File: src/rtl/phy_evt_csr_pkg.sv
// Package: bit positions and reset value of the PHY event/control register.
// Assumes the flag bits (loop..port event) are contiguous starting at B_LOOP.
package phy_evt_csr_pkg;
    localparam int CSR_W     = 8;
    localparam int B_WDOG    = 0;
    localparam int B_SBR     = 1;
    localparam int B_LOOP    = 2;
    localparam int B_PWR     = 3;
    localparam int B_TMO     = 4;
    localparam int B_PEVT    = 5;
    localparam int B_ACCEL   = 6;
    localparam int B_MULTI   = 7;
    localparam int NUM_FLAGS = 4;
    // flag vector index = bit position - B_LOOP
    localparam int F_LOOP    = 0;
    localparam int F_PWR     = 1;
    localparam int F_TMO     = 2;
    localparam int F_PEVT    = 3;
    localparam logic [NUM_FLAGS-1:0] FLAG_RST = 4'b0010;
    localparam int STS_PER_PORT = 4;

    typedef logic [NUM_FLAGS-1:0] flag_vec_t;
endpackage

File: src/rtl/phy_evt_lvl_watch.sv
// Module: phy_evt_lvl_watch
// Flags, per lane, any difference between the live level and its value on
// the previous clock. Assumes the first clock after reset only primes the
// history, so no change is reported for levels that were already present.
module phy_evt_lvl_watch #(
    parameter int WIDTH = 1
) (
    input  logic             clk,
    input  logic             rst_n,
    input  logic [WIDTH-1:0] lvl_i,
    output logic [WIDTH-1:0] chg_o
);
    logic [WIDTH-1:0] prev_q;
    logic             primed_q;

    // Keep last-cycle copy of each lane and note once history is valid.
    always_ff @(posedge clk) begin
        if (!rst_n) begin
            prev_q   <= '0;
            primed_q <= 1'b0;
        end else begin
            prev_q   <= lvl_i;
            primed_q <= 1'b1;
        end
    end

    for (genvar i = 0; i < WIDTH; i++) begin : g_lane
        assign chg_o[i] = primed_q & (lvl_i[i] ^ prev_q[i]);
    end
endmodule

File: src/rtl/phy_evt_flag_bit.sv
// Module: phy_evt_flag_bit
// One sticky event flag, cleared by software writing one. A set in the same
// cycle as a clear wins. Reports a combinational "newly set" indication.
module phy_evt_flag_bit #(
    parameter logic RST_VAL = 1'b0
) (
    input  logic clk,
    input  logic rst_n,
    input  logic set_i,
    input  logic clr_i,
    output logic flag_o,
    output logic newly_o
);
    logic flag_q;

    // Latch the event; clear only when no event is arriving.
    always_ff @(posedge clk) begin
        if (!rst_n)     flag_q <= RST_VAL;
        else if (set_i) flag_q <= 1'b1;
        else if (clr_i) flag_q <= 1'b0;
    end

    assign flag_o  = flag_q;
    assign newly_o = set_i & ~flag_q;
endmodule

File: src/rtl/phy_evt_irq_gen.sv
// Module: phy_evt_irq_gen
// Produces a registered one-cycle interrupt pulse when any flag is newly set
// and that flag is currently permitted to interrupt.
module phy_evt_irq_gen #(
    parameter int N = 4
) (
    input  logic         clk,
    input  logic         rst_n,
    input  logic [N-1:0] newly_i,
    input  logic [N-1:0] permit_i,
    output logic         irq_o
);
    logic irq_q;

    // Pulse aligns with the cycle in which the flag first reads as set.
    always_ff @(posedge clk) begin
        if (!rst_n) irq_q <= 1'b0;
        else        irq_q <= |(newly_i & permit_i);
    end

    assign irq_o = irq_q;
endmodule

File: src/rtl/phy_evt_csr.sv
// Module: phy_evt_csr (top)
// PHY event and control register: sticky write-one-to-clear event flags,
// plain control bits, a self-clearing short bus reset request, and a link
// interrupt pulse. Assumes event pulses are synchronous to clk and that the
// per-port status inputs are already synchronised levels.
module phy_evt_csr
    import phy_evt_csr_pkg::*;
#(
    parameter int NUM_PORTS = 3,
    parameter int ADDR_W    = 4,
    parameter int REG_ADDR  = 5
) (
    input  logic                 clk,
    input  logic                 rst_n,
    input  logic [ADDR_W-1:0]    addr,
    input  logic                 wr_en,
    input  logic [CSR_W-1:0]     wr_data,
    output logic [CSR_W-1:0]     rd_data,
    input  logic                 loop_det,
    input  logic                 cable_pwr,
    input  logic                 arb_timeout,
    input  logic                 int_enable,
    input  logic [NUM_PORTS-1:0] resume_start,
    input  logic [NUM_PORTS-1:0] port_conn,
    input  logic [NUM_PORTS-1:0] port_bias,
    input  logic [NUM_PORTS-1:0] port_dis,
    input  logic [NUM_PORTS-1:0] port_fault,
    input  logic                 sbr_done,
    output logic                 sbr_req,
    output logic                 accel_en,
    output logic                 multi_spd_en,
    output logic                 link_irq
);
    localparam int STS_W = STS_PER_PORT * NUM_PORTS;

    logic             hit;
    logic             wr_hit;
    logic [STS_W-1:0] sts_vec;
    logic [STS_W-1:0] sts_chg;
    logic             pwr_chg;
    logic             pwr_fall;
    logic             wdog_q, sbr_q, accel_q, multi_q;
    flag_vec_t        flag_set, flag_clr, flag_val, flag_new, flag_permit;
    logic [CSR_W-1:0] csr_q;

    assign hit    = (addr == ADDR_W'(REG_ADDR));
    assign wr_hit = hit & wr_en;

    // Per-port status history: gather all four status kinds per port.
    assign sts_vec = {port_fault, port_dis, port_bias, port_conn};

    phy_evt_lvl_watch #(.WIDTH(STS_W)) u_sts_watch (
        .clk   (clk),
        .rst_n (rst_n),
        .lvl_i (sts_vec),
        .chg_o (sts_chg)
    );

    phy_evt_lvl_watch #(.WIDTH(1)) u_pwr_watch (
        .clk   (clk),
        .rst_n (rst_n),
        .lvl_i (cable_pwr),
        .chg_o (pwr_chg)
    );

    assign pwr_fall = pwr_chg & ~cable_pwr;

    // Event sources for each sticky flag.
    always_comb begin
        flag_set         = '0;
        flag_set[F_LOOP] = loop_det;
        flag_set[F_PWR]  = pwr_fall;
        flag_set[F_TMO]  = arb_timeout;
        flag_set[F_PEVT] = (int_enable & (|sts_chg)) | (wdog_q & (|resume_start));
    end

    // Interrupt permission per flag: port event is already gated at its source.
    always_comb begin
        flag_permit         = {NUM_FLAGS{int_enable | wdog_q}};
        flag_permit[F_PEVT] = 1'b1;
    end

    for (genvar f = 0; f < NUM_FLAGS; f++) begin : g_flag
        assign flag_clr[f] = wr_hit & wr_data[B_LOOP + f];
        phy_evt_flag_bit #(.RST_VAL(FLAG_RST[f])) u_flag (
            .clk     (clk),
            .rst_n   (rst_n),
            .set_i   (flag_set[f]),
            .clr_i   (flag_clr[f]),
            .flag_o  (flag_val[f]),
            .newly_o (flag_new[f])
        );
    end

    // Plain control bits load from any write to this address.
    always_ff @(posedge clk) begin
        if (!rst_n) begin
            wdog_q  <= 1'b0;
            accel_q <= 1'b0;
            multi_q <= 1'b0;
        end else if (wr_hit) begin
            wdog_q  <= wr_data[B_WDOG];
            accel_q <= wr_data[B_ACCEL];
            multi_q <= wr_data[B_MULTI];
        end
    end

    // Short reset request: set by writing one, dropped when the reset completes.
    always_ff @(posedge clk) begin
        if (!rst_n)                        sbr_q <= 1'b0;
        else if (wr_hit & wr_data[B_SBR])  sbr_q <= 1'b1;
        else if (sbr_done)                 sbr_q <= 1'b0;
    end

    phy_evt_irq_gen #(.N(NUM_FLAGS)) u_irq (
        .clk      (clk),
        .rst_n    (rst_n),
        .newly_i  (flag_new),
        .permit_i (flag_permit),
        .irq_o    (link_irq)
    );

    // Assemble the register image in its software-visible bit order.
    always_comb begin
        csr_q          = '0;
        csr_q[B_WDOG]  = wdog_q;
        csr_q[B_SBR]   = sbr_q;
        csr_q[B_LOOP +: NUM_FLAGS] = flag_val;
        csr_q[B_ACCEL] = accel_q;
        csr_q[B_MULTI] = multi_q;
    end

    assign rd_data      = hit ? csr_q : '0;
    assign sbr_req      = sbr_q;
    assign accel_en     = accel_q;
    assign multi_spd_en = multi_q;
endmodule

File: config.mk
export PLATFORM = sky130hd
export DESIGN_NAME = phy_evt_csr
export DESIGN_NICKNAME = d
export VERILOG_FILES = /design/src/rtl/phy_evt_csr_pkg.sv /design/src/rtl/phy_evt_lvl_watch.sv /design/src/rtl/phy_evt_flag_bit.sv /design/src/rtl/phy_evt_irq_gen.sv /design/src/rtl/phy_evt_csr.sv
export SDC_FILE = /design/constraint.sdc
export NUM_CORES = 1
export LEC_CHECK = 0
export ABC_AREA = 1
export BUFFER_PORTS_ARGS = -buffer_cell sky130_fd_sc_hd__buf_2
export CELL_PAD_IN_SITES_DETAIL_PLACEMENT = 0
export CELL_PAD_IN_SITES_GLOBAL_PLACEMENT = 1
export CORE_MARGIN = 2
export CORE_UTILIZATION = 30
export DETAILED_ROUTE_END_ITERATION = 8
export GPL_TIMING_DRIVEN = 0
export PLACE_DENSITY = 0.81
export SYNTH_ARGS = -nofsm -noshare
export SYNTH_HDL_FRONTEND = slang
export SYNTH_SLANG_ARGS = --single-unit
File: constraint.sdc
create_clock -name clk -period 1.3 [get_ports clk]
set_clock_uncertainty 0.2 [all_clocks]
set_input_delay 0.065 -clock clk [delete_from_list [all_inputs] [get_ports clk]]
set_output_delay 0.065 -clock clk [all_outputs]
set_load 0.01 [all_outputs]
==> results.json <==
{
  "postLayoutCellArea_um2": 1740,
  "n_antenna_cell": 0,
  "worstPathMaxFanout": 2,
  "overflow": 0,
  "insertion_delay_ns": 0.31,
  "fin_nets": 290,
  "ys_ff_latch": 23,
  "synthDistinctLibCells": 18,
  "grt_antenna_before_repair": 0,
  "maxCapViolations": 0,
  "syn_area_um2": 1080,
  "tightest_slew_ns": 0.329,
  "synth_nets": 207,
  "wl_per_cell_um": 8.73,
  "area_growth_pct": 61.1,
  "hold_path_class": "input port to flip-flop",
  "cts_inserted_buffers": 3,
  "grt_pass1_wl_um": 4390,
  "postRouteWirelength_um": 2620,
  "dp_hpwl_um": 1700,
  "setup_violations": 1,
  "remaining_drc_errors": 0,
  "routabilityCongestion": 0.679,
  "timing.rr.start": "u_sts_watch.prev_q[5]",
  "fin_tns_setup_ns": -0.00732,
  "relSlewSlack_pct": 78.0,
  "vdd_drop_max_mv": 0.355,
  "cts_tree": "yes",
  "violations": "setup timing",
  "postRouteAntennaNets": 0,
  "firstDrtPassIters": 4,
  "rows": 21,
  "period_share_pct": 101,
  "power_leakage_nw": 1.01,
  "place_area_um2": 1370,
  "period_needed_ns": 1.31,
  "grt_pass1_vias": 1122,
  "die_h_um": 64.0,
  "endpoint_kind": "flip-flop",
  "fmax_mhz": 765,
  "worst_slack_ns": -0.00732,
  "die-area_um2": 4090,
  "maxSlewViolCount": 0,
  "postSynthCellCount": 172,
  "clkSinkCount": 23,
  "clk_pin_slew_ns": 0.13,
  "r2r-end": "g_flag[3].u_flag.flag_o",
  "start_util_pct": 31.8,
  "die-width_um": 64.0,
  "clockBufferDepth": 2,
  "powerDensity_nw_per_um2": 783,
  "coreArea_um2": 3390,
  "htree_levels": 1,
  "required_ns": 1.32,
  "yosys_warnings": 0,
  "ys_seq_area_share_pct": 42.7,
  "drive_gt1_share_pct": 26.8,
  "num_vias": 1194,
  "crit_type": "flip-flop to flip-flop",
  "crit_end": "g_flag[3].u_flag.flag_o",
  "grt_max_degree": 13,
  "r2r_setup_slack_ns": -0.007,
  "crit_path_start": "u_sts_watch.prev_q[5]",
  "status": "complete, but fails checks",
  "holdWs_ns": 0.152,
  "hold_viol": 0,
  "post_drt_via_cell_ratio": 3.98,
  "reg2reg_depth": 10,
  "drt_first_iter_violations": 28,
  "cts_root_buf": "clkbuf_4",
  "num_io_pins": 47,
  "cp-start-kind": "flip-flop",
  "rsz0062_at_grt": "true",
  "postSynthAreaPerCell_um2": 6.27,
  "fillerInstances": 361,
  "arrival_ns": 1.33,
  "track_usage_pct": 13.7,
  "numPortBuffers": 46
}
## cell usage after synthesis (all sizes together)
cell,n,area [µm²]
a21oi,8,43.8
buf,2,10.0
nor2,13,53.8
o21ai,4,20.0
xnor2,1,8.76
nand2,63,236
dfxtp,23,460
inv,49,184
nand3,3,15.0
nand3b,1,7.51
o22ai,2,12.5
o31ai,1,7.51
nand4,1,12.5
or2,1,6.26
## metal layers
layer | part of all wire, % | up-vias | track usage (%)
li1 | - | 660 | -
met1 | 46 | 509 | 14.4
met2 | 49 | 23 | 25.7
met3 | 3.9 | 2 | 2.11
met4 | 1.1 | 0 | 7.34
met5 | 0 | - | 0
## logic make-up after synthesis
logic type      share of synthesized area, %
compound gates                          7.77
buf+inv                                 18.0
simple gates                            30.7
xor+xnor                               0.812
flops                                   42.7
## cells in the final DEF, fill, tap and decap left out, types with 5 or more instances in the layout
| cell type | netlist | final |
|---|---|---|
| nand2_1 | 63 | 62 |
| inv_1 | 48 | 47 |
| buf_2 | 2 | 47 |
| dlygate4sd3_1 | 0 | 30 |
| dfxtp_1 | 23 | 18 |
| nor2_1 | 11 | 10 |
| a21oi_1 | 7 | 7 |
| dfxtp_2 | 0 | 5 |
## report_power, final
part / leakage (nW) / switching [W] / internal, W
sequential: 0.192 / 0.0000166 / 0.000741
combinational: 0.806 / 0.000117 / 0.000150
clock: 0.0150 / 0.000215 / 0.000120
total: 1.01 / 0.000349 / 0.00101
## registers in the layout, summed over array words and instances, names as in the netlist
name	flops
u_sts_watch.prev_q	12
g_flag.u_flag.flag_o	4
accel_en	1
multi_spd_en	1
sbr_req	1
u_irq.irq_o	1
u_pwr_watch.prev_q	1
u_pwr_watch.primed_q	1
wdog_q	1
## repair_timing
action	4_1_cts	5_1_grt
gates resized for setup	2	11
setup buffers	0	1
hold buffers	31	0
setup endpoints to repair	3	9
pin swaps	2	6
endpoints found under the hold margin	23	0
cloned	0	0
## metrics by stage
stage / power, W / cells / util, % / worst slack [ns]
after floorplan: 0.000875 / 172 / - / 0.122
after global placement: 0.000960 / 264 / 40.3 / -0.0362
after detailed placement: 0.000963 / 264 / 40.3 / -0.0470
after CTS: 0.00137 / 299 / 50.4 / -0.0238
after global routing: 0.00144 / 300 / 51.3 / -0.131
final: 0.00136 / 300 / 51.3 / -0.00732
## worst max-delay path, stage by stage, from the launching register on
cell and delay, ns:
dfxtp_1 0.33, inv_1 0.04, nand2_1 0.04, nand2_1 0.05, nand2_1 0.05, nor2_2 0.12, nand3_1 0.09, nand2_1 0.08
nand2_2 0.06, o21ai_2 0.13, inv_1 0.04
## worst min path at each step
stage	startpoint	slack [ns]	to	depth (start not counted)
CTS	port_dis[0]	0.09	g_flag[3].u_flag.flag_o	9
floorplan	rst_n	-0.11	u_pwr_watch.primed_q	0
global route	wr_en	0.20	wdog_q	5
detailed placement	rst_n	-0.01	u_pwr_watch.primed_q	1
finish	port_conn[0]	0.15	g_flag[3].u_flag.flag_o	10
global placement	rst_n	-0.01	u_pwr_watch.primed_q	1
## layout make-up
type                            instances  area (µm²)  area share, %
Buffer                                  2        12.5          0.720
Sequential cell                        23         467           26.9
Clock buffer                            4        26.3           1.51
Multi-Input combinational cell         98         440           25.3
Timing Repair Buffer                   78         551           31.7
Inverter                               49         184           10.6
Tap cell                               46        57.6           3.31
Power figures use the tool's default switching activity.
